==> src/rtl/xdma_pkg.sv <==
package xdma_pkg;

    // register code inside a channel window (byte address bits [4:2])
    typedef enum logic [2:0] {
        OFF_EXT  = 3'd0,
        OFF_HOST = 3'd1,
        OFF_SIZE = 3'd2,
        OFF_DIR  = 3'd3,
        OFF_EN   = 3'd4,
        OFF_GO   = 3'd5,
        OFF_HALT = 3'd6,
        OFF_RSVD = 3'd7
    } reg_off_e;

    typedef enum logic [1:0] {
        MV_IDLE,
        MV_RD,
        MV_WR,
        MV_FIN
    } mv_state_e;

    localparam int LEN_W = 29;
    localparam int WCNT_W = LEN_W - 1;

    typedef struct packed {
        logic [31:0]      ext;
        logic [31:0]      host;
        logic [LEN_W-1:0] len;
        logic             dir;
        logic [31:0]      en;
        logic [31:0]      go;
        logic             req;
    } chan_cfg_t;

endpackage

==> src/rtl/xdma_regs.sv <==
module xdma_regs
    import xdma_pkg::*;
#(
    parameter int NCH  = 4,
    parameter int CH_W = $clog2(NCH),
    parameter int AW   = 5 + CH_W
) (
    input  logic                        clk,
    input  logic                        rst_n,
    input  logic                        wr_en,
    input  logic [AW-1:0]               addr,
    input  logic [31:0]                 wr_data,
    output logic [31:0]                 rd_data,
    input  logic                        done_vld,
    input  logic [CH_W-1:0]             done_ch,
    output logic [NCH-1:0][31:0]        ext_o,
    output logic [NCH-1:0][31:0]        host_o,
    output logic [NCH-1:0][LEN_W-1:0]   len_o,
    output logic [NCH-1:0]              dir_o,
    output logic [NCH-1:0]              req_o
);

    chan_cfg_t cfg_d [NCH];
    chan_cfg_t cfg_q [NCH];

    logic [CH_W-1:0] sel_ch;
    reg_off_e        sel_off;
    logic [1:0]      unused_addr_lsb;

    assign sel_ch          = addr[AW-1:5];
    assign sel_off         = reg_off_e'(addr[4:2]);
    assign unused_addr_lsb = addr[1:0];

    always_comb begin
        for (int i = 0; i < NCH; i++) begin
            cfg_d[i] = cfg_q[i];
            if (done_vld && done_ch == CH_W'(i)) begin
                cfg_d[i].go  = '0;
                cfg_d[i].req = 1'b0;
            end
            if (wr_en && sel_ch == CH_W'(i)) begin
                case (sel_off)
                    OFF_EXT:  if (!cfg_q[i].req) cfg_d[i].ext  = wr_data;
                    OFF_HOST: if (!cfg_q[i].req) cfg_d[i].host = wr_data;
                    OFF_SIZE: if (!cfg_q[i].req) cfg_d[i].len  = wr_data[LEN_W-1:0];
                    OFF_DIR:  if (!cfg_q[i].req) cfg_d[i].dir  = (wr_data != 32'd0);
                    OFF_EN: begin
                        cfg_d[i].en = wr_data;
                        if (!cfg_q[i].req && wr_data == 32'd1) begin
                            if (cfg_q[i].go == 32'd1) cfg_d[i].req = 1'b1;
                            else                      cfg_d[i].go  = '0;
                        end
                    end
                    OFF_GO: begin
                        if (!cfg_q[i].req) begin
                            cfg_d[i].go = wr_data;
                            if (cfg_q[i].en == 32'd1) begin
                                if (wr_data == 32'd1) cfg_d[i].req = 1'b1;
                                else                  cfg_d[i].go  = '0;
                            end
                        end
                    end
                    default: ;
                endcase
            end
        end
    end

    always_ff @(posedge clk or negedge rst_n) begin
        if (!rst_n) begin
            for (int i = 0; i < NCH; i++) cfg_q[i] <= '0;
        end else begin
            for (int i = 0; i < NCH; i++) cfg_q[i] <= cfg_d[i];
        end
    end

    always_comb begin
        rd_data = '0;
        case (sel_off)
            OFF_EXT:  rd_data = cfg_q[sel_ch].ext;
            OFF_HOST: rd_data = cfg_q[sel_ch].host;
            OFF_SIZE: rd_data = {{(32-LEN_W){1'b0}}, cfg_q[sel_ch].len};
            OFF_DIR:  rd_data = {31'd0, cfg_q[sel_ch].dir};
            OFF_EN:   rd_data = cfg_q[sel_ch].en;
            OFF_GO:   rd_data = cfg_q[sel_ch].go;
            default:  rd_data = '0;
        endcase
    end

    for (genvar g = 0; g < NCH; g++) begin : g_out
        assign ext_o[g]  = cfg_q[g].ext;
        assign host_o[g] = cfg_q[g].host;
        assign len_o[g]  = cfg_q[g].len;
        assign dir_o[g]  = cfg_q[g].dir;
        assign req_o[g]  = cfg_q[g].req;


        cfg_frozen_chk: assert property (@(posedge clk) disable iff (!rst_n)
            ($past(cfg_q[g].req) && cfg_q[g].req) |->
                $stable({cfg_q[g].ext, cfg_q[g].host, cfg_q[g].len, cfg_q[g].dir}));


        go_cleared_chk: assert property (@(posedge clk) disable iff (!rst_n)
            (done_vld && done_ch == CH_W'(g)) |=> (cfg_q[g].go == 32'd0 && !cfg_q[g].req));


        done_needs_busy_chk: assert property (@(posedge clk) disable iff (!rst_n)
            (done_vld && done_ch == CH_W'(g)) |-> cfg_q[g].req);
    end

endmodule

==> src/rtl/xdma_arb.sv <==
module xdma_arb #(
    parameter int NCH  = 4,
    parameter int CH_W = $clog2(NCH)
) (
    input  logic [NCH-1:0]  req_i,
    input  logic            idle_i,
    output logic            grant_vld_o,
    output logic [CH_W-1:0] grant_ch_o
);

    logic found;

    always_comb begin
        found      = 1'b0;
        grant_ch_o = '0;
        for (int i = 0; i < NCH; i++) begin
            if (req_i[i] && !found) begin
                found      = 1'b1;
                grant_ch_o = CH_W'(i);
            end
        end
        grant_vld_o = found && idle_i;
    end

endmodule

==> src/rtl/xdma_mover.sv <==
module xdma_mover
    import xdma_pkg::*;
#(
    parameter int NCH  = 4,
    parameter int CH_W = $clog2(NCH)
) (
    input  logic                      clk,
    input  logic                      rst_n,
    input  logic                      grant_vld,
    input  logic [CH_W-1:0]           grant_ch,
    input  logic [NCH-1:0][31:0]      ext_i,
    input  logic [NCH-1:0][31:0]      host_i,
    input  logic [NCH-1:0][LEN_W-1:0] len_i,
    input  logic [NCH-1:0]            dir_i,
    output logic                      idle_o,
    output logic                      mem_req,
    output logic                      mem_we,
    output logic [31:0]               mem_addr,
    output logic [31:0]               mem_wdata,
    input  logic [31:0]               mem_rdata,
    output logic                      done_vld,
    output logic [CH_W-1:0]           done_ch
);

    typedef struct packed {
        mv_state_e         st;
        logic [CH_W-1:0]   ch;
        logic [31:0]       src;
        logic [31:0]       dst;
        logic [WCNT_W-1:0] left;
    } mv_t;

    mv_t mv_d, mv_q;

    logic [LEN_W:0]    len_round;
    logic [WCNT_W-1:0] words;
    logic [1:0]        unused_round_lsb;

    assign len_round        = {1'b0, len_i[grant_ch]} + (LEN_W+1)'(3);
    assign words            = len_round[LEN_W:2];
    assign unused_round_lsb = len_round[1:0];

    always_comb begin
        mv_d = mv_q;
        case (mv_q.st)
            MV_IDLE: begin
                if (grant_vld) begin
                    mv_d.ch   = grant_ch;
                    mv_d.left = words;
                    mv_d.src  = dir_i[grant_ch] ? ext_i[grant_ch]  : host_i[grant_ch];
                    mv_d.dst  = dir_i[grant_ch] ? host_i[grant_ch] : ext_i[grant_ch];
                    mv_d.st   = (words == '0) ? MV_FIN : MV_RD;
                end
            end
            MV_RD: mv_d.st = MV_WR;
            MV_WR: begin
                mv_d.src  = mv_q.src + 32'd4;
                mv_d.dst  = mv_q.dst + 32'd4;
                mv_d.left = mv_q.left - 1'b1;
                mv_d.st   = (mv_q.left == WCNT_W'(1)) ? MV_FIN : MV_RD;
            end
            default: mv_d.st = MV_IDLE;
        endcase
    end

    always_ff @(posedge clk or negedge rst_n) begin
        if (!rst_n) mv_q <= '{st: MV_IDLE, default: '0};
        else        mv_q <= mv_d;
    end

    assign idle_o    = (mv_q.st == MV_IDLE);
    assign mem_req   = (mv_q.st == MV_RD) || (mv_q.st == MV_WR);
    assign mem_we    = (mv_q.st == MV_WR);
    assign mem_addr  = (mv_q.st == MV_WR) ? mv_q.dst : mv_q.src;
    assign mem_wdata = mem_rdata;
    assign done_vld  = (mv_q.st == MV_FIN);
    assign done_ch   = mv_q.ch;


    wr_after_rd_chk: assert property (@(posedge clk) disable iff (!rst_n)
        mem_we |-> $past(mem_req && !mem_we));


    evt_pulse_chk: assert property (@(posedge clk) disable iff (!rst_n)
        done_vld |=> !done_vld);


    ch_hold_chk: assert property (@(posedge clk) disable iff (!rst_n)
        (mv_q.st == MV_RD || mv_q.st == MV_WR) |=> $stable(mv_q.ch));

endmodule

==> src/rtl/xdma_engine.sv <==
module xdma_engine
    import xdma_pkg::*;
#(
    parameter  int NCH      = 4,
    parameter  int EVT_BASE = 16,
    parameter  int EVT_W    = 8,
    localparam int CH_W     = $clog2(NCH),
    localparam int AW       = 5 + CH_W
) (
    input  logic             clk,
    input  logic             rst_n,
    input  logic             reg_we,
    input  logic [AW-1:0]    reg_addr,
    input  logic [31:0]      reg_wdata,
    output logic [31:0]      reg_rdata,
    output logic             mem_req,
    output logic             mem_we,
    output logic [31:0]      mem_addr,
    output logic [31:0]      mem_wdata,
    input  logic [31:0]      mem_rdata,
    output logic [NCH-1:0]   busy,
    output logic             evt_valid,
    output logic [EVT_W-1:0] evt_code
);

    logic [NCH-1:0][31:0]      ext_w, host_w;
    logic [NCH-1:0][LEN_W-1:0] len_w;
    logic [NCH-1:0]            dir_w, req_w;
    logic                      idle_w, grant_vld_w, done_vld_w;
    logic [CH_W-1:0]           grant_ch_w, done_ch_w;

    xdma_regs #(.NCH(NCH), .CH_W(CH_W), .AW(AW)) u_regs (
        .clk      (clk),
        .rst_n    (rst_n),
        .wr_en    (reg_we),
        .addr     (reg_addr),
        .wr_data  (reg_wdata),
        .rd_data  (reg_rdata),
        .done_vld (done_vld_w),
        .done_ch  (done_ch_w),
        .ext_o    (ext_w),
        .host_o   (host_w),
        .len_o    (len_w),
        .dir_o    (dir_w),
        .req_o    (req_w)
    );

    xdma_arb #(.NCH(NCH), .CH_W(CH_W)) u_arb (
        .req_i       (req_w),
        .idle_i      (idle_w),
        .grant_vld_o (grant_vld_w),
        .grant_ch_o  (grant_ch_w)
    );

    xdma_mover #(.NCH(NCH), .CH_W(CH_W)) u_mover (
        .clk       (clk),
        .rst_n     (rst_n),
        .grant_vld (grant_vld_w),
        .grant_ch  (grant_ch_w),
        .ext_i     (ext_w),
        .host_i    (host_w),
        .len_i     (len_w),
        .dir_i     (dir_w),
        .idle_o    (idle_w),
        .mem_req   (mem_req),
        .mem_we    (mem_we),
        .mem_addr  (mem_addr),
        .mem_wdata (mem_wdata),
        .mem_rdata (mem_rdata),
        .done_vld  (done_vld_w),
        .done_ch   (done_ch_w)
    );

    assign busy      = req_w;
    assign evt_valid = done_vld_w;
    assign evt_code  = EVT_W'(EVT_BASE) + EVT_W'(done_ch_w);

endmodule

==> config.mk <==
export PLATFORM = sky130hd
export DESIGN_NAME = xdma_engine
export DESIGN_NICKNAME = d
export VERILOG_FILES = /design/src/rtl/xdma_pkg.sv /design/src/rtl/xdma_regs.sv /design/src/rtl/xdma_arb.sv /design/src/rtl/xdma_mover.sv /design/src/rtl/xdma_engine.sv
export SDC_FILE = /design/constraint.sdc
export NUM_CORES = 2
export LEC_CHECK = 0
export BUFFER_PORTS_ARGS = -buffer_cell sky130_fd_sc_hd__buf_2
export CORE_MARGIN = 1.5
export CORE_UTILIZATION = 53
export CTS_BUF_LIST = sky130_fd_sc_hd__clkbuf_16
export DETAILED_ROUTE_END_ITERATION = 6
export HOLD_SLACK_MARGIN = 0.08
export PLACE_DENSITY_LB_ADDON = 0.15
export SLEW_MARGIN = 30
export SYNTH_ARGS = -nofsm -noshare
export SYNTH_HDL_FRONTEND = slang
export SYNTH_SLANG_ARGS = --single-unit
==> constraint.sdc <==
create_clock -name clk -period 4.4 [get_ports clk]
set_input_delay 0.66 -clock clk [delete_from_list [all_inputs] [get_ports clk]]
set_output_delay 0.66 -clock clk [all_outputs]
set_load 0.01 [all_outputs]
# After elaboration in Yosys (flattened, before gate mapping)
# Cells that the tools add are included.
dict set report classes {
  n_reduce_logical 53
  n_eq_ne 25
  bitwise 5
  muxes 64
  magnitude_cmp 2
  addsub 5
}
# op n
set op_table {}
lappend op_table {{$mux W33} 20}
lappend op_table {{$mux W32} 10}
lappend op_table {{$bmux W159 S2} 1}
lappend op_table {{$mux W159} 2}
lappend op_table {{$eq A32 B1 Y1 const B} 9}
lappend op_table {{$pmux W33 S2} 4}
lappend op_table {{$pmux W32 S6} 1}
lappend op_table {{$pmux W92 S2} 1}
lappend op_table {{$bmux W32 S2} 2}
lappend op_table {{$mux W96} 1}
lappend op_table {{$add A32 B3 Y32 const B} 2}
lappend op_table {{$bmux W29 S2} 1}
lappend op_table {{$reduce_and A3 Y1} 16}
lappend op_table {{$reduce_bool A32 Y1} 1}
lappend op_table {{$add A29 B2 Y30 const B} 1}
lappend op_table {{$mux W29} 1}
lappend op_table {{$eq A28 B1 Y1 const B} 1}
lappend op_table {{$logic_not A28 Y1} 1}
lappend op_table {{$sub A28 B1 Y28 const B} 1}
lappend op_table {{$logic_and A1 B1 Y1} 16}
lappend op_table {{$mux W1} 14}
lappend op_table {{$eq A2 B2 Y1 const B} 6}
lappend op_table {{$reduce_and A2 Y1} 6}
lappend op_table {{$mux W2} 4}
lappend op_table {{17 further kinds} 32}
dict set report word_totals {
  elab_cells 187
  ff_bits 732
  out_inout_bits 111
  inputBits 74
}

# Logic depth before layout (Yosys ltp)
dict set report logic_depth {
  ltp_word 17
  depth_mapped 13
  ltp_nobuf 11
}

# Cells and area by module
# Synthesis repeated with hierarchy kept, for this count alone.
dict set report unflattened {
  cells_unflattened 3888
  hier_area_um2 44047.2
}
# mod area_each_um2 instances cells_each seq_area_each_um2
set modules_own_cells {}
lappend modules_own_cells {xdma_regs 33596.0 1 2736 15915.3}
lappend modules_own_cells {xdma_mover 10363.7 1 1138 2402.3}
lappend modules_own_cells {xdma_engine 52.6 1 8 0.0}
lappend modules_own_cells {xdma_arb 35.0 1 6 0.0}

# Worst setup path after synthesis
# OpenSTA, ideal clock, no wires.
dict set report synth_path {
  path_type {input to output}
  from {in reg_addr[5]}
  to {out reg_rdata[10]}
  slack_ns 0.783
  required_ns 3.740
  path_buffers 3
  cell_stages 7
  arrival_time_ns 2.957
  path_cell_list {clkbuf_1 > clkbuf_1 > buf_1 > mux4_2 > mux4_2 > inv_1 > o21ai_0}
}
dict set report synth_via {
  elab_chain_cells 5
}
# element line
set synth_rtl {}
lappend synth_rtl {{from (decl)} xdma_engine.sv:13} ;# input logic [AW-1:0] reg_addr,
lappend synth_rtl {{$not A2 Y3 (implied by the code)} n/a}
lappend synth_rtl {{$bmux W159 S2} n/a}
lappend synth_rtl {{$mux W159 (implied by the code)} xdma_regs.sv:81} ;# OFF_HOST: rd_data = cfg_q[sel_ch].host;
lappend synth_rtl {{$mux W159 (implied by the code)} xdma_regs.sv:82} ;# OFF_SIZE: rd_data = {{(32-LEN_W){1'b0}}, cfg_q[sel_ch].len};
lappend synth_rtl {{$pmux W32 S6} xdma_regs.sv:79} ;# case (sel_off)
lappend synth_rtl {{to (decl)} xdma_engine.sv:15} ;# output logic [31:0] reg_rdata,
# Every way passes these cells. The select of a mux whose other input is x is not followed.

# Final worst setup path
dict set report layout_path {
  from {reg u_regs.req_o[0] (netlist name)}
  to {reg u_mover.mv_q[95] in the netlist's numbering}
}
dict set report layout_via {
  elab_chain_cells 17
  word_cells_on_any_way 22
  classes_between {add/sub (1); eq/ne (1); mux (12); reduce/logical (8)}
}
# element line
set layout_rtl {}
lappend layout_rtl {{$mux W1 (*)} xdma_arb.sv:17} ;# if (req_i[i] && !found) begin
lappend layout_rtl {{$logic_not A1 Y1} xdma_arb.sv:17}
lappend layout_rtl {{$logic_and A1 B1 Y1} xdma_arb.sv:17}
lappend layout_rtl {{$mux W1} xdma_arb.sv:17}
lappend layout_rtl {{$logic_not A1 Y1} xdma_arb.sv:17}
lappend layout_rtl {{$logic_and A1 B1 Y1} xdma_arb.sv:17}
lappend layout_rtl {{$mux W1} xdma_arb.sv:17}
lappend layout_rtl {{$logic_not A1 Y1} xdma_arb.sv:17}
lappend layout_rtl {{$logic_and A1 B1 Y1} xdma_arb.sv:17}
lappend layout_rtl {{$mux W2} xdma_arb.sv:17}
lappend layout_rtl {{$bmux W29 S2} xdma_mover.sv:39} ;# assign len_round = {1'b0, len_i[grant_ch]} + (LEN_W+1)'(3);
lappend layout_rtl {{$mux W29 (implied by the code)} xdma_mover.sv:39}
lappend layout_rtl {{$add A29 B2 Y30} xdma_mover.sv:39}
lappend layout_rtl {{$logic_not A28 Y1} xdma_mover.sv:52} ;# mv_d.st = (words == '0) ? MV_FIN : MV_RD;
lappend layout_rtl {{$mux W2} xdma_mover.sv:52}
lappend layout_rtl {{$mux W96} xdma_mover.sv:47} ;# if (grant_vld) begin
lappend layout_rtl {{$pmux W2 S3} xdma_mover.sv:45} ;# case (mv_q.st)
lappend layout_rtl {{to (signal assigned)} xdma_mover.sv:68} ;# else mv_q <= mv_d;
lappend layout_rtl {{to (decl)} xdma_mover.sv:33} ;# mv_t mv_d, mv_q;
# Mark *: on every way between the ends. The rest lies on a longest branch, timed or not. The select of a mux whose other input is x is not followed.
# A chain may end at the register's enable or synchronous reset.

==> impl_metrics.toml <==
[routing]
first_iter_violations = 3235
drcViolationCount = 23
wl_mm = 123
via_per_inst = 6.81
detail_route.wl_per_cell_um = 29.2
via_count = 28700
first_pass_iters = 7
final_antenna_net_count = 0

[logic_synthesis]
seq_area_frac_synth_pct = 46.1
synth_top_area_share_pct = 46.1
yosys_warnings = 0
synth-seq-cells = 732
synth_area_leaders = "dfrtp_1, mux2_2, mux4_2"
avgSynthCellArea_um2 = 12.4
synthFlopType = "dfrtp_1"
yosysTopAreaCell = "dfrtp_1"
async_flop_share_pct = 100
synth-edff-count = 0
ys_types = 82
netlist_area_um2 = 39700
synth_cells = 3217

[timing]
grt_setup_unrepaired = "false"
setup_viol = 0
maxSlewViolCount = 0
period_needed_ns = 3.85
worst_pin_slew_ns = 0.934
tns_ns = 0
fin_skew_ns = 0.0268
hold_viol_final = 0
finalCritPeriodShare_pct = 87.6
fmax_mhz = 259
max-slew-margin-rel_pct = 37.7

[clock_network]
clk_latency_ns = 0.64
ctsResizeCount = 0
cts_sinks = 732
cts_hold_buffers = 0
h-tree-depth = 3
path_clk_slew_ns = 0.06
ctsRootBufferMaster = "clkbuf_16"
numCtsBuffers = 81
cts_setup_buffers = 0
tritoncts = "built"
clockBufferDepth = 3

[critical_path]
cp_common_cell = "nand4_1"
cp_top_family = "simple AND/OR/NAND/NOR gates"
start_kind = "flop"
cp_cell_sequence = "inv_1, nand3b_1, o211ai_2, nor4_4, nand4_1, nor3_1, mux2_2, nand4_1, o21ai_1"
crit_arrival_ns = 4.36
critPathBufInv = 1
required_ns = 4.91
r2r_cells = 9
reg2reg_to = "u_mover.mv_q[95]$_DFFE_PN0N_"
r2r_setup_slack_ns = 0.55
r2r_start = "u_regs.req_o[0]$_DFF_PN0_"
cp-end-kind = "flop"
cp.depth = 9
cp-startpoint = "u_regs.req_o[0]$_DFF_PN0_"
path_max_fanout = 20
max_stage_delay_ns = 0.90
crit_end = "u_mover.mv_q[95]$_DFFE_PN0N_"
crit_path_top_delay_cell = "dfrtp_1"
setup.worst_path.class = "flop to flop"

[final_layout]
area_growth_pct = 10.2
final_cell_area_um2 = 43800
multi_input_area_um2 = 19900
drive_above_1_share_pct = 36.3
fillerInstances = 5895
antenna_cells = 0
fin_cells = 4216
layout.nets = 3275
seqCellArea_um2 = 18300

[global_route]
grt_max_degree = 98
grt_pass1_vias = 28700
grt_pass1_wl_mm = 187
track_usage_pct = 32.3
overflow = 0
antenna_found_initial = 7

[die]
die_area_um2 = 76600
core-area_um2 = 74300
row_count = 100
die_y_um = 277
initial_core_util_pct = 53.5
io_pins = 185
die_x_um = 277

[placement]
place_area_um2 = 41300
gp_congestion = 0.910
port_buffers = 112
dp.cells = 4078
dp_hpwl_mm = 84.9

[power_and_ir_drop]
power.leakage_nw = 18.6
peakVddDrop_uv = 318
p_per_area_nw_per_um2 = 499

[job]
maxCapViolCount = 0

[outcome]
status = "finished, violations left"
violations = "design-rule violations"

[min_path]
hold_class = "primary input to async pin"
-- synth_stat cells, drive strengths merged (6+ instances only) --
| cell type | count |
|---|---|
| a22o | 129 |
| a211oi | 11 |
| o21ai | 131 |
| nand2b | 11 |
| nor4 | 76 |
| o221ai | 23 |
| clkbuf | 203 |
| xnor2 | 12 |
| mux2 | 541 |
| nand2 | 238 |
| a221oi | 16 |
| or2 | 14 |
| and2 | 17 |
| buf | 125 |
| mux4 | 255 |
| nor2 | 116 |
| a221o | 15 |
| xor2 | 7 |
| nor2b | 12 |
| and3b | 9 |
| or3 | 8 |
| nand3 | 61 |
| dfrtp | 732 |
| mux2i | 36 |
| o211ai | 7 |
| nor3b | 9 |
| or4 | 6 |
| nor4b | 11 |
| and3 | 15 |
| nand4 | 32 |
| o31ai | 12 |
| nor3 | 46 |
| inv | 52 |
| a31oi | 15 |
| a22oi | 15 |
| ha | 9 |
| a21oi | 127 |
-- placed cells by master (no fill, tap or decap), drive strengths merged, types with 36 or more instances in the layout --
master and n:
o21ai 131, a21oi 127, nand2 238, mux4 255, nor4 76, mux2i 36, nand3 61, nor2 116
dfrtp 732, inv 72, buf 216, mux2 541, nor3 46, clkbuf 82, a22o 129
-- where the power goes --
| part | total [mW] | switching [mW] | leakage (nW) | internal, mW |
|---|---|---|---|---|
| sequential | 9.53 | 1.34 | 9.42 | 8.20 |
| combinational | 5.83 | 3.09 | 7.90 | 2.73 |
| clock | 6.49 | 2.83 | 1.28 | 3.67 |
| total | 21.9 | 7.26 | 18.6 | 14.6 |
-- state kept, by name, indices dropped and copies added, names as in the netlist --
signal and count:
u_regs.cfg_q 256, u_regs.ext_o 128, u_regs.host_o 128, u_regs.len_o 116, u_mover.mv_q 94, u_regs.dir_o 4, u_regs.req_o 4, u_mover.done_ch 2
-- metal layers --
| layer | track usage [%] | up-vias | share of wire [%] |
|---|---|---|---|
| met5 | 0 | - | 0.018 |
| met4 | 10.5 | 4 | 3.2 |
| met3 | 6.03 | 203 | 8.3 |
| met2 | 48.9 | 1369 | 46 |
| met1 | 47.3 | 15000 | 43 |
| li1 | - | 12100 | - |
-- cells by family (layout without fill, tap and decap cells) --
kind of cell               count (synthesis)  after routing  share of synthesized area, %
AOI/OAI and AO/OA                        544            544                          9.38
xor gates and xnor gates                  19             19                         0.419
adders and majority gates                  9              9                         0.283
buffers and inverters                    381            407                          4.23
DFF                                      732            732                          46.1
muxes                                    832            832                          30.7
other                                      2              6                        0.0189
and+or+nand+nor                          698            698                          8.89
-- area by class of cell --
class	instances	area share [%]
timing repair buffer	216	3.75
tap	969	2.77
inverter	53	0.454
clock inverter	56	0.954
multi-input combinational	2108	45.6
clock buffer	82	4.69
sequential	732	41.8
-- stage by stage --
stage / utilization [%] / power (mW) / setup slack [ns] / hold slack (ns)
2_1_floorplan: - / 13.1 / 0.783 / 0.364
3_3_place_gp: 55.6 / 15.1 / 0.588 / 0.496
3_5_place_dp: 55.6 / 15.3 / 0.518 / 0.504
4_1_cts: 58.9 / 21.8 / 0.642 / 0.109
5_1_grt: 58.9 / 22.8 / 0.421 / 0.128
6_report: 58.9 / 21.9 / 0.546 / 0.0544
-- how the worst min path moves through the flow --
| stage | slack [ns] | cells past startpoint | end | start |
|---|---|---|---|---|
| 2_1_floorplan | 0.36 | 0 | u_mover.done_ch[0]$_DFFE_PN0P_ | rst_n |
| 3_3_place_gp | 0.50 | 1 | u_regs.cfg_q[319]$_DFF_PN0_ | u_regs.cfg_q[319]$_DFF_PN0_ |
| 3_5_place_dp | 0.50 | 1 | u_regs.cfg_q[478]$_DFF_PN0_ | u_regs.cfg_q[478]$_DFF_PN0_ |
| 4_1_cts | 0.11 | 1 | u_mover.mv_q[10]$_DFFE_PN0P_ | rst_n |
| 5_1_grt | 0.13 | 1 | u_mover.mv_q[10]$_DFFE_PN0P_ | rst_n |
| 6_report | 0.05 | 1 | u_mover.mv_q[9]$_DFFE_PN0P_ | rst_n |
No activity file was read; power rests on OpenSTA's default activity.
